===== config.mk =====
export PLATFORM = sky130hd
export DESIGN_NAME = regprog_seq
export DESIGN_NICKNAME = d
export VERILOG_FILES = /design/src/rtl/regprog_pkg.sv /design/src/rtl/regprog_decode.sv /design/src/rtl/regprog_fetch.sv /design/src/rtl/regprog_timer.sv /design/src/rtl/regprog_seq.sv
export SDC_FILE = /design/constraint.sdc
export NUM_CORES = 1
export LEC_CHECK = 0
export ABC_AREA = 1
export BUFFER_PORTS_ARGS = -buffer_cell sky130_fd_sc_hd__buf_2
export CAP_MARGIN = 20
export CELL_PAD_IN_SITES_DETAIL_PLACEMENT = 1
export CELL_PAD_IN_SITES_GLOBAL_PLACEMENT = 2
export CORE_MARGIN = 3
export CORE_UTILIZATION = 30
export DETAILED_ROUTE_END_ITERATION = 8
export HOLD_SLACK_MARGIN = 0.15
export PLACE_DENSITY = 0.85
export SETUP_SLACK_MARGIN = 0.1
export SLEW_MARGIN = 20
export SYNTH_ARGS = -nofsm -noshare
export SYNTH_HDL_FRONTEND = slang
export SYNTH_SLANG_ARGS = --single-unit

===== constraint.sdc =====
create_clock -name clk -period 2.7 [get_ports clk]
set_input_delay 0.405 -clock clk [delete_from_list [all_inputs] [get_ports clk]]
set_output_delay 0.405 -clock clk [all_outputs]
set_load 0.005 [all_outputs]

===== src/rtl/regprog_pkg.sv =====
package regprog_pkg;

    localparam logic [3:0] OPC_CLR    = 4'h0;
    localparam logic [3:0] OPC_PAUSE  = 4'h1;
    localparam logic [3:0] OPC_UPLOAD = 4'h2;
    localparam logic [3:0] OPC_LATE   = 4'h3;
    localparam logic [3:0] OPC_SET    = 4'h4;
    localparam logic [3:0] OPC_STOP   = 4'h5;
    localparam logic [3:0] OPC_SKIP   = 4'h6;

    localparam int EVT_W   = 26;
    localparam int BIT_OR  = 27;
    localparam int BIT_INV = 26;

    typedef enum logic [2:0] {
        ST_IDLE,
        ST_FETCH,
        ST_EXEC,
        ST_WAIT,
        ST_SKIP
    } seq_state_e;

    typedef struct packed {
        logic clr;
        logic pause;
        logic upload;
        logic late;
        logic set;
        logic stop;
        logic skip;
        logic bad;
    } dec_t;

endpackage


===== src/rtl/regprog_decode.sv =====
module regprog_decode import regprog_pkg::*; (
    input  logic [3:0] opcode,
    output dec_t       dec
);
    always_comb begin
        dec = '0;
        unique case (opcode)
            OPC_CLR:    dec.clr    = 1'b1;
            OPC_PAUSE:  dec.pause  = 1'b1;
            OPC_UPLOAD: dec.upload = 1'b1;
            OPC_LATE:   dec.late   = 1'b1;
            OPC_SET:    dec.set    = 1'b1;
            OPC_STOP:   dec.stop   = 1'b1;
            OPC_SKIP:   dec.skip   = 1'b1;
            default:    dec.bad    = 1'b1;
        endcase
    end
endmodule


===== src/rtl/regprog_fetch.sv =====
module regprog_fetch #(
    parameter int AW = 32
)(
    input  logic          clk,
    input  logic          rst_n,
    input  logic          load,
    input  logic [AW-1:0] load_addr,
    input  logic          want,
    output logic          got,
    output logic          mem_req,
    output logic [AW-1:0] mem_addr,
    input  logic          mem_rvalid
);
    localparam logic [AW-1:0] STEP = AW'(4);

    logic [AW-1:0] addr_q;

    always_ff @(posedge clk or negedge rst_n) begin
        if (!rst_n)
            addr_q <= '0;
        else if (load)
            addr_q <= load_addr;
        else if (want && mem_rvalid)
            addr_q <= addr_q + STEP;
    end

    assign got      = want && mem_rvalid;
    assign mem_req  = want;
    assign mem_addr = addr_q;
endmodule


===== src/rtl/regprog_timer.sv =====
module regprog_timer #(
    parameter int TW = 16
)(
    input  logic          clk,
    input  logic          rst_n,
    input  logic          clear,
    input  logic          run,
    input  logic          count_clk,
    input  logic          count_vsync,
    input  logic          vsync,
    input  logic [TW-1:0] limit,
    output logic          expired
);
    logic [TW-1:0] cnt_q;
    logic          tick;

    assign tick = count_clk || (count_vsync && vsync);

    always_ff @(posedge clk or negedge rst_n) begin
        if (!rst_n)
            cnt_q <= '0;
        else if (clear)
            cnt_q <= '0;
        else if (run && tick && (cnt_q != limit))
            cnt_q <= cnt_q + TW'(1);
    end

    assign expired = run && (limit != '0) && (cnt_q == limit);
endmodule


===== src/rtl/regprog_seq.sv =====
module regprog_seq import regprog_pkg::*; #(
    parameter int AW     = 32,
    parameter int TW     = 16,
    parameter int NSEC   = 8,
    parameter int NSIG   = 8,
    parameter int SKIP_W = 8
)(
    input  logic             clk,
    input  logic             rst_n,
    input  logic             start,
    input  logic [AW-1:0]    start_addr,
    input  logic [TW-1:0]    tmo_limit,
    input  logic             tmo_count_clk,
    input  logic             tmo_count_vsync,
    input  logic             vsync,
    input  logic             irq_en,
    output logic             mem_req,
    output logic [AW-1:0]    mem_addr,
    input  logic             mem_rvalid,
    input  logic [31:0]      mem_rdata,
    output logic             wait_active,
    output logic [EVT_W-1:0] wait_sel,
    output logic             wait_or,
    output logic             wait_inv,
    input  logic             cond_met,
    output logic [NSEC-1:0]  upload_stb,
    output logic [NSIG-1:0]  sig_set,
    output logic [NSIG-1:0]  sig_clr,
    output logic             busy,
    output logic             st_timeout,
    output logic             st_late,
    output logic             st_error,
    output logic             irq
);
    seq_state_e        state_q, state_d;
    dec_t              dec;
    logic [31:0]       cmd_q;
    logic [SKIP_W-1:0] skip_left_q;
    logic [SKIP_W-1:0] skip_len;
    logic              got, want, launch, in_exec, expired;
    logic              tmo_q, late_q, err_q, irq_q;

    assign in_exec  = (state_q == ST_EXEC);
    assign launch   = (state_q == ST_IDLE) && start;
    assign want     = (state_q == ST_FETCH) || (state_q == ST_SKIP);
    assign skip_len = cmd_q[SKIP_W-1:0];

    regprog_decode u_decode (
        .opcode (cmd_q[31:28]),
        .dec    (dec)
    );

    regprog_fetch #(.AW(AW)) u_fetch (
        .clk        (clk),
        .rst_n      (rst_n),
        .load       (launch),
        .load_addr  (start_addr),
        .want       (want),
        .got        (got),
        .mem_req    (mem_req),
        .mem_addr   (mem_addr),
        .mem_rvalid (mem_rvalid)
    );

    regprog_timer #(.TW(TW)) u_timer (
        .clk         (clk),
        .rst_n       (rst_n),
        .clear       (in_exec),
        .run         (state_q == ST_WAIT),
        .count_clk   (tmo_count_clk),
        .count_vsync (tmo_count_vsync),
        .vsync       (vsync),
        .limit       (tmo_limit),
        .expired     (expired)
    );

    // state register
    always_ff @(posedge clk or negedge rst_n) begin
        if (!rst_n)
            state_q <= ST_IDLE;
        else
            state_q <= state_d;
    end

    // transitions
    always_comb begin
        state_d = state_q;
        unique case (state_q)
            ST_IDLE:  if (start) state_d = ST_FETCH;
            ST_FETCH: if (got) state_d = ST_EXEC;
            ST_EXEC: begin
                if (dec.bad || dec.stop)
                    state_d = ST_IDLE;
                else if (dec.pause || dec.late)
                    state_d = cond_met ? ST_FETCH : ST_WAIT;
                else if (dec.skip && (skip_len != '0))
                    state_d = ST_SKIP;
                else
                    state_d = ST_FETCH;
            end
            ST_WAIT: begin
                if (cond_met)
                    state_d = ST_FETCH;
                else if (expired)
                    state_d = ST_IDLE;
            end
            ST_SKIP: if (got && (skip_left_q == SKIP_W'(1))) state_d = ST_FETCH;
            default: state_d = ST_IDLE;
        endcase
    end

    // command word, skip counter and sticky status
    always_ff @(posedge clk or negedge rst_n) begin
        if (!rst_n) begin
            cmd_q       <= '0;
            skip_left_q <= '0;
            tmo_q       <= 1'b0;
            late_q      <= 1'b0;
            err_q       <= 1'b0;
            irq_q       <= 1'b0;
        end else begin
            if (launch) begin
                tmo_q  <= 1'b0;
                late_q <= 1'b0;
                err_q  <= 1'b0;
                irq_q  <= 1'b0;
            end
            if ((state_q == ST_FETCH) && got)
                cmd_q <= mem_rdata;
            if (in_exec && dec.skip)
                skip_left_q <= skip_len;
            else if ((state_q == ST_SKIP) && got)
                skip_left_q <= skip_left_q - SKIP_W'(1);
            if (in_exec && dec.late && cond_met)
                late_q <= 1'b1;
            if (in_exec && dec.bad)
                err_q <= 1'b1;
            if ((state_q == ST_WAIT) && !cond_met && expired) begin
                tmo_q <= 1'b1;
                irq_q <= irq_en;
            end
        end
    end

    // outputs
    always_comb begin
        wait_active = (in_exec && (dec.pause || dec.late)) || (state_q == ST_WAIT);
        wait_sel    = wait_active ? cmd_q[EVT_W-1:0] : '0;
        wait_or     = wait_active && cmd_q[BIT_OR];
        wait_inv    = wait_active && cmd_q[BIT_INV];
        upload_stb  = (in_exec && dec.upload) ? cmd_q[NSEC-1:0] : '0;
        sig_set     = (in_exec && dec.set)    ? cmd_q[NSIG-1:0] : '0;
        sig_clr     = (in_exec && dec.clr)    ? cmd_q[NSIG-1:0] : '0;
        busy        = (state_q != ST_IDLE);
        st_timeout  = tmo_q;
        st_late     = late_q;
        st_error    = err_q;
        irq         = irq_q;
    end
endmodule


---- Word-level counts from Yosys, hierarchy flattened ----
Index checks and enable logic that the tools add are counted.
operators by class
  add/sub/neg operators ................... 3
  equality and inequality tests ........... 17
  muxes and demuxes ....................... 33
  reduce and logical (&&, ||, !) cells .... 42
operators with widths
  operator                                                             count
  32-bit two-way mux                                                   2
  8-bit two-way mux                                                    5
  32-bit by 3-bit adder with 32-bit output (second input constant)     1
  16-bit two-way mux                                                   2
  26-bit two-way mux                                                   1
  3-bit two-way mux                                                    8
  1-bit logical AND                                                    23
  16-bit by 1-bit adder with 16-bit output (second input constant)     1
  16-bit == test                                                       1
  16-bit inequality test                                               1
  16-bit nonzero test                                                  1
  3-bit case mux with 5 select lines                                   1
  1-bit two-way mux                                                    13
  4-bit by 3-bit == test with 1-bit output (second input constant)     3
  2-bit nonzero test                                                   6
  4-bit by 2-bit == test with 1-bit output (second input constant)     2
  8-bit by 1-bit == test with 1-bit output (second input constant)     1
  8-bit nonzero test                                                   1
  8-bit by 1-bit subtractor with 8-bit output (second input constant)  1
  7-bit OR reduction                                                   1
  3-bit by 2-bit == test with 1-bit output (second input constant)     2
  2-bit inequality test (second input constant)                        3
  1-bit logical OR                                                     5
  4-bit by 1-bit == test with 1-bit output (second input constant)     1
  9 further kinds                                                      9
word-level totals
  register bits ........................... 95
  input port bits ......................... 89
  logic and storage cells ................. 104

---- Depth between registers and ports, before layout ----
  depth after elaboration ................. 7
  depth in mapped cells ................... 12
  mapped depth without buffers ............ 12

---- By module ----
A second synthesis with hierarchy kept.
unflattened totals
  cells, all modules ...................... 958
  area total of the unflattened synthesis .. 6362.4 um2
modules (own cells, without submodules)
  module          times used  cells an instance  area each (um2)
  regprog_seq     1           328                2483.6
  regprog_fetch   1           353                2267.2
  regprog_timer   1           259                1537.7
  regprog_decode  1           18                 73.8

---- Worst setup path after synthesis ----
OpenSTA, ideal clock, no wires.
  kind .................................... flip-flop to output port
  start ................................... register state_q[2]
  end ..................................... output port wait_sel[16]
  arrival time ............................ 1328 ps
  data required time ...................... 2295 ps
  path slack .............................. 967 ps
  stages on the path, launching flop included .. 8
  buffers on the path ..................... 2
  cells stage by stage .................... dfrtp_1 inv_2 nand3_4 nor3_4 a21oi_1 buf_2 buf_2 nor2_1
between the ends
  longest elaborated chain between the ends .. 4
RTL lines
  element                                   RTL line            RTL
  start, declared                           regprog_seq.sv:35   seq_state_e state_q, state_d;
  start signal, assigned                    regprog_seq.sv:82   state_q <= state_d;
  3-bit by 2-bit == test with 1-bit output  regprog_seq.sv:43   assign in_exec = (state_q == ST_EXEC);
  1-bit logical AND                         regprog_seq.sv:147  wait_active = (in_exec && (dec.pause || dec.late)) || (state_q == ST_WAIT);
  1-bit logical OR *                        regprog_seq.sv:147
  26-bit two-way mux *                      regprog_seq.sv:148  wait_sel = wait_active ? cmd_q[EVT_W-1:0] : '0;
  end, declared                             regprog_seq.sv:22   output logic [EVT_W-1:0] wait_sel,
Every way passes the cells marked *; elsewhere a longest branch is shown, timed or not.

---- Worst setup path after layout ----
  start ................................... register state_q[2]
  end ..................................... output port sig_clr[6]
between the ends
  longest elaborated chain between the ends .. 3
RTL lines
  element                                   RTL line            RTL
  3-bit by 2-bit == test with 1-bit output  regprog_seq.sv:43
  1-bit logical AND                         regprog_seq.sv:153  sig_clr = (in_exec && dec.clr) ? cmd_q[NSIG-1:0] : '0;
  8-bit two-way mux                         regprog_seq.sv:153
  end, declared                             regprog_seq.sv:28   output logic [NSIG-1:0] sig_clr,
No other way between the ends.

==> flow_summary_export.csv <==
group,metric,value,unit
detailed_routing,drcViolationCount,0,
clock_tree,tritoncts_sinks,95,
sta,final.setup.tns,0,ns
grt,grt_pass1_wl,33700,um
power,power_density,921,nW/um2
sta,rsz_0062_raised_after_global_routing,"no",
detailed_routing,postRouteWirelength,20500,um
synthesis,synthesis.area_per_instance,6.80,um2
floorplanning,core_area,19800,um2
placed_design,gpl.final_weighted_congestion,0.811,
sta,worst_slew_pin_slew,0.606,ns
hold_path,worst_hold_startpoint,"start_addr[1]",
clock_tree,clock_tree.htree_level_count,3,
detailed_routing,detailed_router_iteration_count_before_antenna_repair,4,
setup_path,worst_ep_required_time,2.30,ns
finish,final_layout_size_suffix_gt1_share,23.7,%
finish,final_cell_count_no_fill,1343,
placed_design,placedInstanceArea,7280,um2
hold_path,min_delay_path_depth,3,
finish,antennaDiodeCount,0,
sta,max_slew_margin,59.5,%
clock_tree,worstSkewPairLatency,0.36,ns
detailed_routing,met2_length,9230,um
setup_path,worst_ep_arrival,1.99,ns
synthesis,mappedNetlistArea,6120,um2
detailed_routing,num_vias,6372,
sta,timing.final.crit_share,88.9,%
grt,number_of_antenna_violations_at_the_first_check_in_global_routing,0,
sta,finalWorstPathRequiredPeriod,2.40,ns
synthesis,syn-num-nets,994,
clock_tree,cts.reportedPaths.clkPinSlew,0.07,ns
setup_path,critical_path_peak_fanout,16,
setup_path,startpoint_type,"register",
placed_design,placed_cells,1326,
grt,via_count_of_the_first_global_routing_pass,6542,
finish,finish.instance_area,7590,um2
floorplanning,placement_rows,51,
grt,global_route.overflow_total,0,
finish,area_growth_syn_to_layout,23.9,%
setup_path,crit_path_end_kind,"output pin",
setup_path,worst_reg2reg_path_length_in_cells,6,
clock_tree,clock_tree.root_cell,"clkbuf_16",
sta,worst_clock_skew,0.00829,ns
setup_path,type_of_the_worst_setup_path,"register to output pin",
floorplanning,pin_count,180,
detailed_routing,routed.top_layer,"met4",
status,status,"finished, final reports clean",
detailed_routing,initialDrtViolationCount,218,
placed_design,detailedPlacementHpwl,15600,um
detailed_routing,ant_nets,0,
grt,grt_start_max_net_pins,96,
setup_path,startpoint_of_the_most_critical_register_to_register_path,"state_q[1]",
synthesis,synthDistinctLibCells,40,
power,power.ir.vdd_worst,331,uV
synthesis,yosys_warnings,0,
synthesis,synth-seq-area-share,38.8,%
finish,final_nets,1166,
detailed_routing,via_cell_ratio,4.74,
setup_path,worstSetupStartpoint,"state_q[2]",
placed_design,port-buffer-count,179,
clock_tree,clockBufferDepth,2,
detailed_routing,drt-wirelength-per-cell,15.3,um
hold_path,min-delay-path-class,"input pin to register",
sta,hold_violations,0,
floorplanning,initial_core_util,31.0,%
detailed_routing,route.met3.wl,1520,um
run,cap_viol_max_count,0,
floorplanning,die-area,22200,um2
synthesis,synthesis.instances,901,
synthesis,ys_seq_elements,95,
sta,finalMaxSlewViolations,0,
sta,achievable-frequency,0.417,GHz
grt,total_global_route_track_usage,18.8,%
power,power.leakage,4.14,nW
clock_tree,cts_tree,"yes",
finish,final_common_cell,"nand2_1",
clock_tree,tritoncts.num_buffers,9,
floorplanning,die_width,149,um
sta,setup-violations-final,0,
detailed_routing,detail_route.wirelength.met1,9510,um
finish,commonest_cells_after_routing_fill_and_taps_aside,"nand2_1, buf_2, nor2_1",
floorplanning,die-height,149,um
## final cells by class
cell class / count / area [um2]
repair buffers: 187 / 973
inverters: 124 / 465
flip-flops and latches: 95 / 2380
clock buffers: 11 / 243
well taps: 265 / 332
clock inverters: 5 / 57.6
fillers: 2592 / 12200
multi-input cells: 656 / 3140
## state kept, by name (all words and copies together), names as in the netlist
register	flops
st_late	1
state_q	3
u_fetch.mem_addr	32
cmd_q	32
st_timeout	1
u_timer.cnt_q	16
skip_left_q	8
st_error	1
irq	1
## through the flow
step                utilization (%)  hold slack (ns)  setup WS, ns  power [mW]
floorplan                         -            0.109         0.967        4.50
global placement               36.8            0.466         0.645        5.62
detailed placement             36.8            0.477         0.591        5.70
CTS                            38.3            0.241         0.195        7.08
global route                   38.4            0.265         0.105        7.65
finish                         38.4            0.252         0.301        6.99
## metal layers
metal	vias up	track usage [%]
met1	2964	24.7
met3	17	5.38
met4	0	4.39
met2	187	30.7
met5	-	0
li1	3204	-
## logic make-up (layout without fill, tap and decap cells)
kind of cell	count (synthesis)	after routing	share of synthesized area, %
buffers and inverters	150	327	10.1
and+or+nand+nor	519	519	36.6
adders and majority gates	4	4	0.817
DFF	95	95	38.8
muxes	2	2	0.368
xor gates and xnor gates	19	19	2.72
AOI/OAI and AO/OA	112	112	10.6
## final timing paths
check | end | slack, ns
worst min register to register | st_timeout | 0.49
worst max-delay path | sig_clr[6] | 0.30
max in group asynchronous | u_timer.cnt_q[2] | 1.62
worst max register to register | u_fetch.mem_addr[13] | 0.68
worst min-delay path | u_fetch.mem_addr[1] | 0.25
min in group asynchronous | u_timer.cnt_q[10] | 0.65
## what timing repair did
action,in CTS,in global routing
resized for setup,0,1
hold buffers,1,0
endpoints found under the setup margin,0,4
buffers inserted,0,0
endpoints found under the hold margin,19,0
## power breakdown
group	leakage (nW)	switching [mW]	internal, mW	total, mW
Clock	0.149	0.596	0.745	1.34
Sequential	1.11	0.551	1.98	2.53
Combinational	2.88	2.02	1.10	3.12
## Yosys cell counts (all sizes together)
cell    number  area [um2]
nand3       62         328
o21ai       43         253
ha           4        50.1
nand4       13        81.3
xor2        16         140
nor3        22         136
a211oi       2        15.0
nor3b        1        7.51
nand2      222         876
a21oi       41         205
dfrtp       95        2380
clkbuf      10        37.5
and3         1        6.26
nand3b       4        30.0
o22ai        8        50.1
buf         16         113
xnor2        3        26.3
a31oi        8        50.1
o211ai       4        30.0
o221ai       3        26.3
nor2       186         726
inv        124         465
or2          6        37.5
mux2         2        22.5
nor4         2        12.5
o21bai       3        22.5
## worst max-delay path, cell delays in order, from the launching register on
cell	delay [ns]
dfrtp_1	0.42
inv_2	0.12
nand3_4	0.21
inv_1	0.20
nand3_1	0.35
nor2_1	0.20
buf_2	0.13
Power figures use the tool's default switching activity.
